--- src/rtl/awb_pkg.sv ---
package awb_pkg;
  typedef enum logic [1:0] {
    CLS_MEM = 2'd0,
    CLS_IO  = 2'd1,
    CLS_CFG = 2'd2,
    CLS_RSV = 2'd3
  } wrClass_e;

  localparam logic [1:0] RESP_OKAY   = 2'b00;
  localparam logic [1:0] RESP_SLVERR = 2'b10;

  // strobes from control to datapath
  typedef struct packed {
    logic acceptAw;
    logic takeBeat;
    logic endBurst;
    logic allocTag;
    logic loadPostB;
    logic takeCpl;
  } ctrlStrb_t;

  function automatic logic isNonPosted(input logic [1:0] cls);
    return (cls == CLS_IO) || (cls == CLS_CFG);
  endfunction
endpackage

--- src/rtl/awb_ctrl.sv ---
module awb_ctrl
  import awb_pkg::*;
(
  input  logic      clk,
  input  logic      rstN,
  input  logic      awValid,
  input  logic      awNp,
  input  logic      creditOk,
  input  logic      tableFull,
  output logic      awReady,
  input  logic      wValid,
  input  logic      wLast,
  input  logic      expLast,
  input  logic      beatBad,
  input  logic      dropBurst,
  input  logic      burstNp,
  output logic      wReady,
  output logic      reqValid,
  input  logic      reqReady,
  input  logic      bValid,
  input  logic      cplValid,
  output logic      cplReady,
  output ctrlStrb_t strb
);
  typedef enum logic [1:0] {ST_IDLE, ST_DATA, ST_RESP} state_e;
  state_e state, stateNext;
  logic skipBeat;

  always_comb begin
    skipBeat      = dropBurst || beatBad;
    awReady       = (state == ST_IDLE) && awValid && creditOk && !(awNp && tableFull);
    reqValid      = (state == ST_DATA) && wValid && !skipBeat;
    wReady        = (state == ST_DATA) && (skipBeat || reqReady);
    cplReady      = !bValid && (state != ST_RESP);
    strb.acceptAw  = awReady;
    strb.takeBeat  = wValid && wReady;
    strb.endBurst  = strb.takeBeat && (wLast || expLast);
    strb.allocTag  = strb.endBurst && burstNp && !skipBeat;
    strb.loadPostB = (state == ST_RESP) && !bValid;
    strb.takeCpl   = cplValid && cplReady;
    stateNext = state;
    case (state)
      ST_IDLE: if (awReady) stateNext = ST_DATA;
      ST_DATA: if (strb.endBurst) stateNext = strb.allocTag ? ST_IDLE : ST_RESP;
      ST_RESP: if (strb.loadPostB) stateNext = ST_IDLE;
      default: stateNext = ST_IDLE;
    endcase
  end

  always_ff @(posedge clk) begin
    if (!rstN) state <= ST_IDLE;
    else       state <= stateNext;
  end


  aw_pulse_chk: assert property (@(posedge clk) disable iff (!rstN)
    awReady |=> !awReady);
endmodule

--- src/rtl/awb_datapath.sv ---
module awb_datapath
  import awb_pkg::*;
#(
  parameter int ADDR_W    = 32,
  parameter int DATA_W    = 256,
  parameter int ID_W      = 4,
  parameter int TAG_DEPTH = 4,
  localparam int STRB_W    = DATA_W / 8,
  localparam int TAG_W     = $clog2(TAG_DEPTH),
  localparam int BEAT_SIZE = $clog2(STRB_W)
) (
  input  logic              clk,
  input  logic              rstN,
  input  ctrlStrb_t         strb,
  input  logic [ADDR_W-1:0] awAddr,
  input  logic [7:0]        awLen,
  input  logic [2:0]        awSize,
  input  logic [1:0]        awClass,
  input  logic [ID_W-1:0]   awId,
  input  logic [STRB_W-1:0] wStrb,
  input  logic              wLast,
  input  logic              bReady,
  input  logic [TAG_W-1:0]  cplTag,
  input  logic              cplErr,
  output logic              tableFull,
  output logic              expLast,
  output logic              beatBad,
  output logic              dropBurst,
  output logic              burstNp,
  output logic [ADDR_W-1:0] reqAddr,
  output logic [1:0]        reqClass,
  output logic [TAG_W-1:0]  reqTag,
  output logic              bValid,
  output logic [1:0]        bResp,
  output logic [ID_W-1:0]   bId
);
  logic [ADDR_W-1:0]  addrQ;
  logic [7:0]         lenQ, beatCnt;
  logic [1:0]         clsQ;
  logic [ID_W-1:0]    idQ;
  logic [TAG_W-1:0]   tagQ, freeTag;
  logic               addrErrQ, stickyQ, burstOpen;
  logic [TAG_DEPTH-1:0] tblValid;
  logic [ID_W-1:0]    tblId [TAG_DEPTH];
  logic               firstBeat, shapeOk;

  function automatic logic contiguous(input logic [STRB_W-1:0] s);
    logic [STRB_W-1:0] low;
    low = s & (~s + 1'b1);
    return (s != '0) && (((s + low) & s) == '0);
  endfunction

  always_comb begin
    freeTag = '0;
    for (int i = TAG_DEPTH - 1; i >= 0; i--)
      if (!tblValid[i]) freeTag = i[TAG_W-1:0];
  end

  always_comb begin
    tableFull = &tblValid;
    burstNp   = isNonPosted(clsQ);
    dropBurst = addrErrQ || stickyQ;
    firstBeat = (beatCnt == 8'd0);
    expLast   = (beatCnt == lenQ);
    if (firstBeat && expLast) shapeOk = contiguous(wStrb);
    else if (firstBeat)       shapeOk = contiguous(wStrb) && wStrb[STRB_W-1];
    else if (expLast)         shapeOk = contiguous(wStrb) && wStrb[0];
    else                      shapeOk = &wStrb;
    beatBad = !shapeOk || (wLast != expLast) ||
              (burstNp && ($countones(wStrb) > 4));
    reqAddr  = addrQ;
    reqClass = clsQ;
    reqTag   = tagQ;
  end

  always_ff @(posedge clk) begin
    if (!rstN) begin
      addrQ <= '0; lenQ <= '0; clsQ <= '0; idQ <= '0; tagQ <= '0;
      addrErrQ <= 1'b0; stickyQ <= 1'b0; burstOpen <= 1'b0; beatCnt <= '0;
    end else begin
      if (strb.acceptAw) begin
        addrQ     <= awAddr;
        lenQ      <= awLen;
        clsQ      <= awClass;
        idQ       <= awId;
        tagQ      <= freeTag;
        addrErrQ  <= ((awLen != 8'd0) && (awSize != 3'(BEAT_SIZE))) ||
                     (isNonPosted(awClass) && (awLen != 8'd0)) ||
                     (awClass == CLS_RSV);
        stickyQ   <= 1'b0;
        beatCnt   <= '0;
        burstOpen <= 1'b1;
      end
      if (strb.takeBeat) begin
        beatCnt <= beatCnt + 8'd1;
        if (beatBad) stickyQ <= 1'b1;
      end
      if (strb.endBurst) burstOpen <= 1'b0;
    end
  end

  always_ff @(posedge clk) begin
    if (!rstN) begin
      tblValid <= '0;
      for (int i = 0; i < TAG_DEPTH; i++) tblId[i] <= '0;
      bValid <= 1'b0; bResp <= RESP_OKAY; bId <= '0;
    end else begin
      if (bValid && bReady) bValid <= 1'b0;
      if (strb.takeCpl && tblValid[cplTag]) begin
        tblValid[cplTag] <= 1'b0;
        bValid <= 1'b1;
        bResp  <= cplErr ? RESP_SLVERR : RESP_OKAY;
        bId    <= tblId[cplTag];
      end
      if (strb.allocTag) begin
        tblValid[tagQ] <= 1'b1;
        tblId[tagQ]    <= idQ;
      end
      if (strb.loadPostB) begin
        bValid <= 1'b1;
        bResp  <= dropBurst ? RESP_SLVERR : RESP_OKAY;
        bId    <= idQ;
      end
    end
  end


  np_gate_chk: assert property (@(posedge clk) disable iff (!rstN)
    (strb.acceptAw && isNonPosted(awClass)) |-> !tableFull);

  beat_after_aw_chk: assert property (@(posedge clk) disable iff (!rstN)
    strb.takeBeat |-> burstOpen);

  no_double_alloc_chk: assert property (@(posedge clk) disable iff (!rstN)
    strb.allocTag |-> !tblValid[tagQ]);

  b_hold_chk: assert property (@(posedge clk) disable iff (!rstN)
    (bValid && !bReady) |=> (bValid && $stable(bResp) && $stable(bId)));
endmodule

--- src/rtl/awb_bridge.sv ---
module awb_bridge
  import awb_pkg::*;
#(
  parameter int ADDR_W    = 32,
  parameter int DATA_W    = 256,
  parameter int ID_W      = 4,
  parameter int TAG_DEPTH = 4,
  localparam int STRB_W   = DATA_W / 8,
  localparam int TAG_W    = $clog2(TAG_DEPTH)
) (
  input  logic              clk,
  input  logic              rstN,
  input  logic              awValid,
  output logic              awReady,
  input  logic [ADDR_W-1:0] awAddr,
  input  logic [7:0]        awLen,
  input  logic [2:0]        awSize,
  input  logic [1:0]        awClass,
  input  logic [ID_W-1:0]   awId,
  input  logic              creditOk,
  input  logic              wValid,
  output logic              wReady,
  input  logic [DATA_W-1:0] wData,
  input  logic [STRB_W-1:0] wStrb,
  input  logic              wLast,
  output logic              bValid,
  input  logic              bReady,
  output logic [1:0]        bResp,
  output logic [ID_W-1:0]   bId,
  output logic              reqValid,
  input  logic              reqReady,
  output logic [ADDR_W-1:0] reqAddr,
  output logic [1:0]        reqClass,
  output logic [TAG_W-1:0]  reqTag,
  output logic [DATA_W-1:0] reqData,
  output logic [STRB_W-1:0] reqStrb,
  output logic              reqLast,
  input  logic              cplValid,
  output logic              cplReady,
  input  logic [TAG_W-1:0]  cplTag,
  input  logic              cplErr
);
  ctrlStrb_t strb;
  logic tableFull, expLast, beatBad, dropBurst, burstNp;

  awb_ctrl ctrl_i (
    .clk(clk), .rstN(rstN), .awValid(awValid), .awNp(isNonPosted(awClass)),
    .creditOk(creditOk), .tableFull(tableFull), .awReady(awReady),
    .wValid(wValid), .wLast(wLast), .expLast(expLast), .beatBad(beatBad),
    .dropBurst(dropBurst), .burstNp(burstNp), .wReady(wReady),
    .reqValid(reqValid), .reqReady(reqReady), .bValid(bValid),
    .cplValid(cplValid), .cplReady(cplReady), .strb(strb)
  );

  awb_datapath #(.ADDR_W(ADDR_W), .DATA_W(DATA_W), .ID_W(ID_W), .TAG_DEPTH(TAG_DEPTH)) dp_i (
    .clk(clk), .rstN(rstN), .strb(strb), .awAddr(awAddr), .awLen(awLen),
    .awSize(awSize), .awClass(awClass), .awId(awId), .wStrb(wStrb), .wLast(wLast),
    .bReady(bReady), .cplTag(cplTag), .cplErr(cplErr), .tableFull(tableFull),
    .expLast(expLast), .beatBad(beatBad), .dropBurst(dropBurst), .burstNp(burstNp),
    .reqAddr(reqAddr), .reqClass(reqClass), .reqTag(reqTag),
    .bValid(bValid), .bResp(bResp), .bId(bId)
  );

  assign reqData = wData;
  assign reqStrb = wStrb;
  assign reqLast = expLast;


  link_stall_chk: assert property (@(posedge clk) disable iff (!rstN)
    (reqValid && !reqReady) |-> !wReady);

  aw_credit_chk: assert property (@(posedge clk) disable iff (!rstN)
    awReady |-> creditOk);
endmodule

--- config.mk ---
export PLATFORM = sky130hd
export DESIGN_NAME = awb_bridge
export DESIGN_NICKNAME = d
export VERILOG_FILES = /design/src/rtl/awb_pkg.sv /design/src/rtl/awb_ctrl.sv /design/src/rtl/awb_datapath.sv /design/src/rtl/awb_bridge.sv
export SDC_FILE = /design/constraint.sdc
export NUM_CORES = 1
export LEC_CHECK = 0
export CORE_AREA = 4 4 268 270
export CTS_CLUSTER_DIAMETER = 40
export DETAILED_ROUTE_END_ITERATION = 12
export DIE_AREA = 0 0 272 274
export PLACE_DENSITY = 0.4
export SYNTH_ARGS = -nofsm -noshare
export SYNTH_HDL_FRONTEND = slang
export SYNTH_SLANG_ARGS = --single-unit
--- constraint.sdc ---
create_clock -name clk -period 7 [get_ports clk]
set_clock_uncertainty 0.2 [all_clocks]
set_input_delay 0.7 -clock clk [delete_from_list [all_inputs] [get_ports clk]]
set_output_delay 0.7 -clock clk [all_outputs]
set_load 0.02 [all_outputs]
# --- After elaboration in Yosys (flattened, before gate mapping) ---
# Memories as Yosys holds them, arrays and structs flattened.
# Cells that the tools add are included.
op_classes:
  addsub: 34
  mul: 0
  div_mod_pow: 0
  n_lt_le_gt_ge: 5
  n_eq_ne: 14
  shifts: 0
  n_mux: 42
  bitwise: 6
  n_reduce_logical: 51
ops:
  columns: ["operator", "n"]
  rows:
  - ["adder 32 bit", 16]
  - ["bitwise AND 32 bit", 2]
  - ["adder 1 x 1 -> 2 bit", 16]
  - ["adder 32 x 1 -> 32 bit, second input constant", 1]
  - ["greater-than comparator 32 x 4 -> 1 bit, second input constant", 1]
  - ["logical NOT 32 bit", 1]
  - ["NOT 32 bit", 1]
  - ["AND reduction 32 bit", 1]
  - ["nonzero test 32 bit", 1]
  - ["two-way mux 2 bit", 13]
  - ["logical AND 1 bit", 25]
  - ["two-way mux 4 bit", 6]
  - ["two-way mux 1 bit", 17]
  - ["two-way mux 8 bit", 2]
  - ["logical OR 1 bit", 10]
  - ["adder 8 x 1 -> 8 bit, second input constant", 1]
  - ["equality test 2 bit, second input constant", 4]
  - ["equality test 8 bit", 1]
  - ["logical NOT 8 bit", 1]
  - ["nonzero test 8 bit", 1]
  - ["equality test 2 x 1 -> 1 bit, second input constant", 3]
  - ["< comparator 2 x 3 -> 1 bit, second input constant", 2]
  - ["one-hot mux 2 bit (3 select lines)", 1]
  - ["bitwise AND 4 bit", 1]
  - ["16 further kinds", 24]
word_totals:
  ff_bits: 71
  latch_bits: 0
  mem_bits_rw: 16
  romBits: 0
  input_bits: 349
  n_memories: 1
memory_table:
  columns: ["name", "words", "word_bits", "read_ports", "rd_ports_with_merged_regs", "write_ports", "line", "source"]
  rows:
  - ["dp_i.tblId", 4, 4, 1, 0, 4, "awb_datapath.sv:44", "logic [ID_W-1:0] tblId [TAG_DEPTH];"]

# --- Longest topological paths before layout ---
logic_depth:
  depth_word: 26
  mapped_depth: 28

# --- Hierarchy ---
# From an unflattened synthesis, not the netlist that was laid out.
hier_totals:
  cells_unflattened: 1152
  area_unflattened_um2: 9317.7
modules_own_cells:
  columns: ["module", "instances", "cells_per_inst", "area_each_um2", "seq_area_each_um2"]
  rows:
  - ["awb_datapath", 1, 838, 6956.7, 1841.8]
  - ["awb_bridge", 1, 289, 2170.8, 0.0]
  - ["awb_ctrl", 1, 25, 190.2, 40.0]

# --- Worst setup path before layout ---
# OpenSTA, ideal clock, no wires.
synth_path:
  path_kind: "input port to output port"
  startpoint: "input wStrb[24]"
  endpoint: "output reqValid"
  arrival_ns: 6.597
  path_slack_ns: -0.497
  stages: 22
  n_path_buf: 1
  cell_sequence: "clkbuf_1 -> inv_1 -> ha_1 -> fa_1 -> fa_1 -> inv_1 -> fa_1 -> inv_1 -> fa_1 -> fa_1 -> ha_1 -> fa_1 -> o21ai_0 -> a31oi_1 -> or2_2 -> or4b_1 -> nor4_1 -> and3_1 -> nand4_1 -> o41ai_2 -> nand2_1 -> nor2_1"
synth_via:
  elab_chain_len: 17
synth_lines:
  columns: ["item", "line", "source"]
  rows:
  - ["from (decl)", "awb_bridge.sv:24", "input logic [STRB_W-1:0] wStrb,"]
  - ["parallel branches: the longest is 13 deep, another holds adder 32 bit", null, null]
  - ["logical OR 1 bit *", "awb_datapath.sv:69", "beatBad = !shapeOk || (wLast != expLast) ||"]
  - ["logical OR 1 bit *", "awb_ctrl.sv:30", "skipBeat = dropBurst || beatBad;"]
  - ["logical NOT 1 bit *", "awb_ctrl.sv:32", "reqValid = (state == ST_DATA) && wValid && !skipBeat;"]
  - ["logical AND 1 bit *", "awb_ctrl.sv:32", null]
  - ["to (decl)", "awb_bridge.sv:30", "output logic reqValid,"]
# Mark *: on every way between the ends.

# --- Worst setup path in the final report ---
layout_path:
  startpoint: "input wStrb[10]"
  endpoint: "output reqValid"
# Same word-level chain as after synthesis.

==> results.json <==
{
  "synth_flop_cell": "dfxtp_1",
  "min_path_cells": 2,
  "synth_seq_cells": 86,
  "max_slew_margin_pct": 43.44,
  "clock-sinks": 86,
  "start_util_pct": 14.32,
  "powerDensity_nw_per_um2": 167.9,
  "max_freq_mhz": 135.8,
  "gp_congestion": 0.8958,
  "critPathMaxStageDelay_ps": 580,
  "drt_iter0_markers": 480,
  "vias_per_cell": 4.049,
  "dieArea_um2": 74530,
  "numCtsBuffers": 9,
  "clkTransAtPathRegs_ps": 70,
  "min_period_ps": 7363,
  "async_flop_share_pct": 0,
  "final_max_slew_viol_count": 0,
  "synth_common_cells": "290 x buf_4, 157 x nand2_1, 102 x inv_1",
  "cts_hold_buffers": 0,
  "grt_max_degree": 60,
  "clockRootBuffer": "clkbuf_16",
  "synth_warnings": 0,
  "failed_checks": "negative setup slack",
  "cts_tree": "done",
  "fp.dieW_um": 272,
  "grt_pass1_wl_um": 58530,
  "synth-seq-area-share_pct": 18.90,
  "post-route-util_pct": 17.97,
  "min_period_over_period_pct": 105.2,
  "htree_num_levels": 3,
  "setup_slack_ps": -363.1,
  "ys_types": 84,
  "drc": 0,
  "multi_input_area_um2": 5782,
  "drt-total-wl_um": 39890,
  "fin_nets": 1693,
  "cp.buffers_inverters": 5,
  "final.setup.tns_ps": -1939,
  "arrival_ps": 6460,
  "path_class": "in2out",
  "worstPathCellList": "buf_6 > ha_4 > fa_1 > inv_1 > fa_1 > inv_2 > fa_2 > fa_1 > fa_1 > ha_2 > fa_2 > o21ai_2 > a31oi_1 > or2_4 > or4b_4 > nor4_2 > and3_1 > nand4_1 > o41ai_2 > buf_4 > nand2_4 > nor2_4 > buf_6",
  "pwr-share-clk_pct": 27.2,
  "hold_class": "reg2reg",
  "fp.coreArea_um2": 69540,
  "power_uw": 2099,
  "finalSetupViolCount": 28,
  "cts_max_path_buffers": 2,
  "start_kind": "input pin",
  "syn-num-nets": 1715,
  "syn_area_per_cell_um2": 7.712,
  "p_leak_uw": 0.004685,
  "power.net_switching_uw": 758.6,
  "fillers": 7816,
  "drtPass1Iterations": 5,
  "comb_power_share_pct": 47.4,
  "vias": 8965,
  "p_int_uw": 1340,
  "track_usage_pct": 10.21,
  "die_h_um": 274,
  "rr_worst_depth": 17,
  "clock_latency_ps": 350,
  "cp_max_fo": 4,
  "grt_pass1_vias": 9288,
  "tightestPinTransition_ps": 845.7,
  "synth_top_cell_by_area": "buf_4",
  "yosys.area.top_type_share_pct": 21.87,
  "regArea_um2": 1882,
  "synth.most_common_cell": "buf_4",
  "crit_top_cell": "fa_1",
  "switching_share_pct": 36.15,
  "synthCells": 1291,
  "syn-cell-area_um2": 9956,
  "required_ps": 6100,
  "outcome": "finished with violations",
  "cp_slowest_cell": "fa_2",
  "final_layout_size_suffix_gt1_share_pct": 24.10,
  "end_kind": "output port",
  "grt_overflow": 0,
  "rsz0062_at_grt": "yes",
  "antenna_found_initial": 2,
  "numPortBuffers": 171,
  "wl_per_cell_um": 18.02,
  "synth_edf_count": 16,
  "whs_ps": 254.1,
  "ys_top_cells_by_area": "buf_4 22%, dfxtp_1 14%, ha_1 6.2%",
  "area_delta_synth_final_pct": 25.55,
  "crit_cells": 23,
  "seq_power_share_pct": 25.4,
  "dpl_worst_slack_ps": -1591,
  "num_antenna_cells": 0,
  "ir_drop_v": 0.0001514,
  "finalHoldViolCount": 0,
  "cap_viol_max_count": 0,
  "dp.final_hpwl_um": 33200,
  "num_io_pins": 685,
  "fp-row-count": 97,
  "cp_top_family": "adder cells",
  "ant_nets": 0
}
-- per-stage QoR --
| step | instance area [um2] | instances |
|---|---|---|
| after global routing | 12500 | 2214 |
| after detailed placement | 11430 | 2187 |
| after global placement | 11430 | 2187 |
| after floorplan | 10040 | 1291 |
| after CTS | 12140 | 2213 |
| final | 12500 | 2214 |
-- worst min-delay path, stage by stage (launching register included) --
cell and delay [ps]:
dfxtp_1 310, nand2_1 50, a21oi_1 50
-- layout make-up --
class | instances | area share, %
sequential | 86 | 15.06
tap | 940 | 9.409
multi-input combinational | 763 | 46.26
inverter | 103 | 3.213
clock inverter | 7 | 1.001
clock buffer | 9 | 1.802
timing repair buffer | 306 | 23.26
-- layout by cell type, fill, tap and decap left out, types with 7 or more instances in the layout --
| master | Yosys | routed |
|---|---|---|
| nand2_1 | 157 | 156 |
| clkdlybuf4s50_1 | 0 | 142 |
| buf_4 | 290 | 126 |
| a21oi_1 | 86 | 85 |
| dfxtp_1 | 70 | 70 |
| inv_1 | 102 | 66 |
| nor2_1 | 60 | 57 |
| nand3_1 | 40 | 39 |
| inv_2 | 0 | 32 |
| nand4_1 | 28 | 28 |
| nor3_1 | 25 | 25 |
| ha_1 | 49 | 25 |
| ha_4 | 0 | 22 |
| nor4_1 | 22 | 21 |
| o21ai_0 | 25 | 21 |
| and3_1 | 19 | 19 |
| fa_1 | 26 | 18 |
| edfxtp_1 | 16 | 16 |
| buf_6 | 3 | 16 |
| xor2_1 | 13 | 13 |
| o31ai_1 | 15 | 13 |
| nor4_4 | 3 | 11 |
| nand2b_1 | 11 | 11 |
| o211ai_1 | 11 | 11 |
| a21o_1 | 9 | 9 |
| mux2i_1 | 9 | 9 |
| clkbuf_16 | 0 | 9 |
| a211oi_1 | 8 | 8 |
| fa_2 | 0 | 8 |
| and2_1 | 7 | 7 |
| a31oi_1 | 7 | 7 |
| buf_12 | 0 | 7 |
-- cells by family after synthesis --
logic type,share of synthesized area [%]
XOR/XNOR,1.671
multiplexers,2.149
adder cells (fa/ha/maj),11.39
AO/OA/AOI/OAI,15.52
other,0.03767
flip-flops,18.90
AND/OR/NAND/NOR,22.41
buffers and inverters,27.93
-- sequential cells by signal (all words and copies together), names as in the netlist, 4 cells and up --
register and count:
dp_i.tblValid 4, dp_i.bId 4, dp_i.tblId 16, dp_i.reqAddr 32
dp_i.idQ 4, dp_i.beatCnt 8, dp_i.lenQ 8
-- timing repair --
| action | in CTS | in global routing |
|---|---|---|
| setup buffers | 7 | 6 |
| cloned | 3 | 0 |
| pin swaps | 35 | 33 |
| resized for setup | 203 | 96 |
| setup endpoints to repair | 38 | 38 |
-- worst paths after layout --
kind               startpoint                to  slack (ps)
min reg2reg  dp_i.reqAddr[12]  dp_i.reqAddr[12]         250
max reg2reg   dp_i.beatCnt[1]  dp_i.tblId[0][2]        2360
max                 wStrb[10]          reqValid        -360
min          dp_i.reqAddr[12]  dp_i.reqAddr[12]         250
-- power groups by stage --
stage	sequential (uW)	combinational, uW	clock [uW]
after global routing	536	1120	608
after global placement	544	845	0
after floorplan	555	746	0
after detailed placement	545	871	0
after CTS	534	924	588
final	534	995	570
-- routing by layer --
layer / share of wire (%) / global-route usage [%]
met5: 0.17 / 0.6579
met4: 3.6 / 3.586
met3: 10 / 4.191
met2: 44 / 16.14
met1: 42 / 12.47
No activity file was read; power rests on OpenSTA's default activity.
